<file path="src/rtl/mcr_pkg.sv">
package mcr_pkg;

    typedef enum logic [1:0] {
        PK_NONE  = 2'd0,
        PK_ZERO  = 2'd1,
        PK_ONE   = 2'd2,
        PK_START = 2'd3
    } pulse_kind_e;

    typedef struct packed {
        pulse_kind_e kind;
        logic        stuck;
        logic        timeout;
    } pulse_evt_t;

    localparam int unsigned NEED_LO = 2;
    localparam int unsigned NEED_HI = 4;

    // Sort a finished low pulse of w ticks by its width in units of u ticks.
    function automatic pulse_kind_e classify(input int unsigned w, input int unsigned u);
        if (w == 0)          return PK_NONE;
        else if (w <= 2 * u) return PK_ZERO;
        else if (w <= 4 * u) return PK_ONE;
        else if (w <= 8 * u) return PK_START;
        else                 return PK_NONE;
    endfunction

endpackage

</file>
<file path="src/rtl/mcr_pulse_meter.sv">
module mcr_pulse_meter
    import mcr_pkg::*;
#(
    parameter int unsigned UNIT        = 4,
    parameter int unsigned FRAME_UNITS = 60
) (
    input  logic       clk,
    input  logic       rst,
    input  logic       line_i,
    output pulse_evt_t evt_o
);
    localparam int unsigned START_MAX = 8 * UNIT;
    localparam int unsigned TIMEOUT   = 2 * FRAME_UNITS * UNIT;
    localparam int unsigned LOW_W     = $clog2(START_MAX + 2);
    localparam int unsigned IDLE_W    = $clog2(TIMEOUT);

    logic              sync1, sync2;
    logic [LOW_W-1:0]  low_cnt;
    logic [IDLE_W-1:0] idle_cnt;
    pulse_kind_e       kind_now;
    logic              rise;

    assign rise     = sync2 && (low_cnt != '0);
    assign kind_now = rise ? classify(32'(low_cnt), UNIT) : PK_NONE;

    always_ff @(posedge clk) begin
        if (rst) begin
            sync1    <= 1'b1;
            sync2    <= 1'b1;
            low_cnt  <= '0;
            idle_cnt <= '0;
            evt_o    <= '0;
        end else begin
            sync1         <= line_i;
            sync2         <= sync1;
            evt_o.kind    <= kind_now;
            evt_o.stuck   <= 1'b0;
            evt_o.timeout <= 1'b0;
            if (!sync2) begin
                if (low_cnt <= LOW_W'(START_MAX))
                    low_cnt <= low_cnt + 1'b1;
                if (low_cnt == LOW_W'(START_MAX))
                    evt_o.stuck <= 1'b1;
            end else begin
                low_cnt <= '0;
            end
            if (kind_now == PK_START) begin
                idle_cnt <= '0;
            end else if (idle_cnt == IDLE_W'(TIMEOUT - 1)) begin
                idle_cnt      <= '0;
                evt_o.timeout <= 1'b1;
            end else begin
                idle_cnt <= idle_cnt + 1'b1;
            end
        end
    end

    // a low pulse yields one classification, never two in a row
    a_r2_one_event_per_pulse: assert property (@(posedge clk) disable iff (rst)
        (evt_o.kind != PK_NONE) |=> (evt_o.kind == PK_NONE));

    // a held-low line is reported once per low period
    a_r9_stuck_once: assert property (@(posedge clk) disable iff (rst)
        evt_o.stuck |=> !evt_o.stuck);

endmodule

</file>
<file path="src/rtl/mcr_frame_asm.sv">
module mcr_frame_asm
    import mcr_pkg::*;
#(
    parameter int unsigned WIDTH = 8
) (
    input  logic             clk,
    input  logic             rst,
    input  pulse_evt_t       evt_i,
    output logic [WIDTH-1:0] word_o,
    output logic             word_valid_o,
    output logic             fault_evt_o
);
    localparam int unsigned BC_W = (WIDTH > 1) ? $clog2(WIDTH) : 1;

    logic             in_frame;
    logic [BC_W-1:0]  bit_cnt;
    logic [WIDTH-1:0] shreg;
    logic             bit_val;

    assign bit_val = (evt_i.kind == PK_ONE);

    always_ff @(posedge clk) begin
        if (rst) begin
            in_frame     <= 1'b0;
            bit_cnt      <= '0;
            shreg        <= '0;
            word_o       <= '0;
            word_valid_o <= 1'b0;
            fault_evt_o  <= 1'b0;
        end else begin
            word_valid_o <= 1'b0;
            fault_evt_o  <= 1'b0;
            case (evt_i.kind)
                PK_START: begin
                    if (in_frame) fault_evt_o <= 1'b1;
                    in_frame <= 1'b1;
                    bit_cnt  <= '0;
                end
                PK_ZERO, PK_ONE: begin
                    if (!in_frame) begin
                        fault_evt_o <= 1'b1;
                    end else begin
                        shreg <= {shreg[WIDTH-2:0], bit_val};
                        if (bit_cnt == BC_W'(WIDTH - 1)) begin
                            word_o       <= {shreg[WIDTH-2:0], bit_val};
                            word_valid_o <= 1'b1;
                            in_frame     <= 1'b0;
                        end else begin
                            bit_cnt <= bit_cnt + 1'b1;
                        end
                    end
                end
                default: ;
            endcase
            if (evt_i.stuck || evt_i.timeout) begin
                fault_evt_o <= 1'b1;
                in_frame    <= 1'b0;
            end
        end
    end

endmodule

</file>
<file path="src/rtl/mcr_coinc_filter.sv">
module mcr_coinc_filter
    import mcr_pkg::*;
#(
    parameter int unsigned WIDTH = 8
) (
    input  logic             clk,
    input  logic             rst,
    input  logic             sel4_i,
    input  logic [WIDTH-1:0] word_i,
    input  logic             valid_i,
    input  logic             fault_evt_i,
    output logic [WIDTH-1:0] out_o,
    output logic             fault_o
);
    logic [WIDTH-1:0] ref_q;
    logic [2:0]       cnt_q;
    logic [2:0]       cnt_next;
    logic [2:0]       need;

    assign need = sel4_i ? 3'(NEED_HI) : 3'(NEED_LO);

    always_comb begin
        if (cnt_q == '0 || word_i != ref_q) cnt_next = 3'd1;
        else                                cnt_next = cnt_q + 3'd1;
    end

    always_ff @(posedge clk) begin
        if (rst) begin
            ref_q   <= '0;
            cnt_q   <= '0;
            out_o   <= '0;
            fault_o <= 1'b0;
        end else if (fault_evt_i) begin
            cnt_q   <= '0;
            out_o   <= '0;
            fault_o <= 1'b1;
        end else if (valid_i) begin
            fault_o <= 1'b0;
            ref_q   <= word_i;
            if (cnt_next >= need) begin
                cnt_q <= '0;
                if (word_i != out_o) out_o <= word_i;
            end else begin
                cnt_q <= cnt_next;
            end
        end
    end

    // the output moves only after a decoded word or a fault event
    a_r6_out_moves_on_event: assert property (@(posedge clk) disable iff (rst)
        !$stable(out_o) |-> $past(valid_i || fault_evt_i));

    // a raised fault flag always comes with a cleared output
    a_r12_fault_clears_out: assert property (@(posedge clk) disable iff (rst)
        fault_o |-> (out_o == '0));

    // the fault flag drops only on a decoded word
    a_r11_fault_drop_on_word: assert property (@(posedge clk) disable iff (rst)
        $fell(fault_o) |-> $past(valid_i));

    // the stored count never reaches the largest run length
    a_r4_count_bounded: assert property (@(posedge clk) disable iff (rst)
        cnt_q < 3'(NEED_HI));

endmodule

</file>
<file path="src/rtl/multi_coinc_rx.sv">
module multi_coinc_rx
    import mcr_pkg::*;
#(
    parameter int unsigned WIDTH       = 8,
    parameter int unsigned UNIT        = 4,
    parameter int unsigned FRAME_UNITS = 60
) (
    input  logic             clk,
    input  logic             rst,
    input  logic             line_i,
    input  logic             sel4_i,
    output logic [WIDTH-1:0] word_o,
    output logic             fault_o
);
    pulse_evt_t       evt;
    logic [WIDTH-1:0] dec_word;
    logic             dec_valid;
    logic             fault_evt;

    mcr_pulse_meter #(.UNIT(UNIT), .FRAME_UNITS(FRAME_UNITS)) u_meter (
        .clk    (clk),
        .rst    (rst),
        .line_i (line_i),
        .evt_o  (evt)
    );

    mcr_frame_asm #(.WIDTH(WIDTH)) u_asm (
        .clk          (clk),
        .rst          (rst),
        .evt_i        (evt),
        .word_o       (dec_word),
        .word_valid_o (dec_valid),
        .fault_evt_o  (fault_evt)
    );

    mcr_coinc_filter #(.WIDTH(WIDTH)) u_filter (
        .clk         (clk),
        .rst         (rst),
        .sel4_i      (sel4_i),
        .word_i      (dec_word),
        .valid_i     (dec_valid),
        .fault_evt_i (fault_evt),
        .out_o       (word_o),
        .fault_o     (fault_o)
    );

endmodule

</file>
<file path="config.mk">
export PLATFORM = sky130hd
export DESIGN_NAME = multi_coinc_rx
export DESIGN_NICKNAME = d
export VERILOG_FILES = /design/src/rtl/mcr_pkg.sv /design/src/rtl/mcr_pulse_meter.sv /design/src/rtl/mcr_frame_asm.sv /design/src/rtl/mcr_coinc_filter.sv /design/src/rtl/multi_coinc_rx.sv
export SDC_FILE = /design/constraint.sdc
export NUM_CORES = 1
export LEC_CHECK = 0
export BUFFER_PORTS_ARGS = -buffer_cell sky130_fd_sc_hd__buf_4
export CAP_MARGIN = 20
export CORE_AREA = 5 5 82 84
export CTS_CLUSTER_SIZE = 25
export DETAILED_ROUTE_END_ITERATION = 6
export DIE_AREA = 0 0 87 89
export PLACE_DENSITY = 0.71
export SLEW_MARGIN = 10
export SYNTH_ARGS = -nofsm -noshare
export SYNTH_HDL_FRONTEND = slang
export SYNTH_HIERARCHICAL = 1
export SYNTH_SLANG_ARGS = --single-unit
</file>
<file path="constraint.sdc">
create_clock -name clk -period 5.42 [get_ports clk]
set_clock_uncertainty 0.2 [all_clocks]
set_input_delay 0.813 -clock clk [delete_from_list [all_inputs] [get_ports clk]]
set_output_delay 0.813 -clock clk [all_outputs]
set_load 0.05 [all_outputs]
</file>
==> impl_metrics.ini <==
[setup_path]
startpoint_type = flip-flop
crit_fanout = 8
cpPeakStageDelay_ps = 480
required_ps = 5480
cp-end-kind = flip-flop
path_cells = inv_1 > ha_1 > inv_1 > o2111ai_1 > or3_4 > a21oi_1 > ha_1 > nand3_1 > nor4_1 > o31a_1 > mux2i_1
arrival_ps = 2960
crit_family = compound AO/OA/AOI/OAI gates
crit_buf_inv = 2
crit_slowest_cell = o31a_1
critical_path_class = reg2reg

[job]
maxCapViolCount = 0

[grt]
grt_util_met2_pct = 23.2
grt_use_total_pct = 13.9
top_usage_layer = met2
antenna_found_initial = 0
met1_usage_pct = 15.2
grt-ovfl-total = 0
met3_usage_pct = 6.73
first_global_vias = 1906
grt_pass1_wl_um = 8320
grt_max_degree = 36

[clock_tree]
cts-resized-gates = 0
clockBufferDepth = 2
cts_hold_buf = 0
post_cts_buffers = 0
root_buffer = clkbuf_8
clkSinkCount = 62
ctsHtreeMaxLevel = 3
cts_tree = done
clkTransAtPathRegs_ps = 60
clk-insertion-delay-late_ps = 340
cts_buffers = 9

[die]
die_h_um = 89
die_width_um = 87
initial_core_util_pct = 49.3
rows = 28
die-area_sq_um = 7740
coreArea_sq_um = 5850
io_pins = 13

[layout]
antenna_cells = 0
layout-drive-gt1-share_pct = 13.3
syn2layout_area_growth_pct = 9.24
nNetsFinal = 344

[power_and_ir_drop]
p_seq_share_pct = 55.9
total_power_uw = 825
p_int_uw = 643
pwr-share-clk_pct = 41.4
power_density_nw_per_um2 = 262
p_leak_nw = 1.14
switching_share_pct = 22.1
comb_power_share_pct = 2.7
ir_drop_v = 0.000199
power_switching_uw = 182

[placed_design]
dpl.hpwl_um = 3330
place.gp.congestion = 0.792
portBuffers = 12

[synthesis]
ys_seq_elements = 62
synth_cell_type_count = 46
synth_area_sq_um = 2890
synth.net_count = 333
ys_seq_area_share_pct = 43.0
ys_warn_count = 6
syn_inst = 316
ys_async_sr_fraction_pct = 0
synth_ff_type = dfxtp_1
avgSynthCellArea_sq_um = 9.13
synth_edf_count = 0

[sta]
tns_ps = 0
hold_slack_ps = 208
hold_viol_final = 0
fmax_ghz = 0.345
finalSetupViolCount = 0
tightestPinTransition_ps = 538
slew_headroom_pct = 64.1
fin_crit_sh_pct = 53.4
min_period_ps = 2900
rsz0062_at_grt = false
slew_viol_final = 0

[routing]
drt-pass1-iter-count = 6
routed_wl_um = 4740
drt-initial-drc-count = 87
final_antenna_net_count = 0
num_vias = 2067
drc = 0
avgViaCountPerCell = 5.08
routedWlPerCell_um = 11.6

[run_status]
status = finished, final reports clean

[worst_hold_path]
holdCritPathClass = reg2reg
[power by group through the flow]
stage	clock, mW	combinational, mW	sequential [mW]
after floorplan	0	0.0171	0.471
after global placement	0	0.0205	0.471
after detailed placement	0	0.0214	0.472
after CTS	0.356	0.0214	0.461
after global routing	0.378	0.0251	0.462
final	0.342	0.0220	0.462
[synth_stat cells (all sizes together), types with 2 or more instances]
cell type | n | area [sq um]
nor3 | 11 | 55.1
xnor2 | 12 | 105
a21oi | 25 | 136
nand3 | 17 | 100
nand3b | 2 | 15.0
dfxtp | 62 | 1240
ha | 13 | 163
nor2b | 2 | 12.5
buf | 9 | 81.3
nor3b | 4 | 30.0
clkbuf | 4 | 15.0
and4 | 2 | 20.0
and2 | 2 | 12.5
o21ai | 5 | 25.0
mux2i | 17 | 170
or2 | 3 | 18.8
xor2 | 13 | 114
nor4 | 7 | 58.8
or3 | 2 | 17.5
nor2 | 22 | 85.1
a211oi | 2 | 15.0
nand2 | 49 | 186
inv | 12 | 45.0
a22o | 2 | 17.5
nand2b | 6 | 37.5
[metrics by stage]
stage	area [sq um]	util, %	instances	setup slack [ps]
2_1_floorplan	2890	-	316	2860
3_3_place_gp	2970	50.8	390	2620
3_5_place_dp	2970	50.8	390	2550
4_1_cts	3140	53.7	406	2520
5_1_grt	3150	53.9	407	2260
6_report	3150	53.9	407	2520
[routing by layer]
metal | part of all wire (%) | vias up
met3 | 4.9 | 8
met5 | 0 | -
met4 | 1.7 | 0
met2 | 47 | 23
li1 | - | 1098
met1 | 46 | 938
[registers in the layout, indices dropped and copies added (netlist names), 3 cells and up]
name / flops
u_meter/low_cnt: 6
u_asm/word_o: 8
u_filter/out_o: 8
u_meter/evt_o: 4
u_filter/ref_q: 8
u_asm/bit_cnt: 3
u_meter/idle_cnt: 9
u_asm/shreg: 7
u_filter/cnt_q: 3
[worst register-to-register path, cell delays in order (launching register included)]
cell,delay (ps)
dfxtp_1,400
inv_1,70
ha_1,190
inv_1,50
o2111ai_1,150
or3_4,460
a21oi_1,140
ha_1,160
nand3_1,90
nor4_1,210
o31a_1,480
mux2i_1,240
[logic make-up (layout without fill, tap and decap cells)]
family	after synthesis	in the layout	share of synthesized area, %
buffers and inverters	25	41	4.90
adders and majority gates	13	13	5.64
xor gates and xnor gates	25	25	7.59
and+or+nand+nor	133	133	23.5
AOI/OAI and AO/OA	40	40	9.06
DFF	62	62	43.0
muxes	18	18	6.29
[final timing paths]
| check | start | endpoint | slack [ps] | depth (start not counted) |
|---|---|---|---|---|
| setup / recovery | u_filter/cnt_q[0] | u_filter/out_o[2] | 2520 | 11 |
| hold / removal | u_meter/sync1 | u_meter/sync2 | 210 | 1 |
| setup reg to reg | u_filter/cnt_q[0] | u_filter/out_o[2] | 2520 | 11 |
| hold reg to reg | u_meter/sync1 | u_meter/sync2 | 210 | 1 |
[cell type report]
type                    count  area, sq um
well taps                  75         93.8
repair buffers             13          101
fillers                   537         2700
clock buffers              12          145
flip-flops and latches     62         1240
multi-input cells         229         1500
inverters                  12         45.0
clock inverters             4         22.5
[layout by cell type, fill, tap and decap left out, types with 3 or more instances in the layout]
cell       n
a21oi_1   22
a21oi_2    3
buf_4     12
clkbuf_8  10
clkinv_2   3
dfxtp_1   62
ha_1      13
inv_1     12
mux2i_1   17
nand2_1   48
nand2b_1   6
nand3_1   14
nand3_2    3
nor2_1    21
nor3_1    11
nor3b_1    4
nor4_1     6
o21ai_0    5
or2_2      3
xnor2_1   12
xor2_1    13
Power figures use the tool's default switching activity.
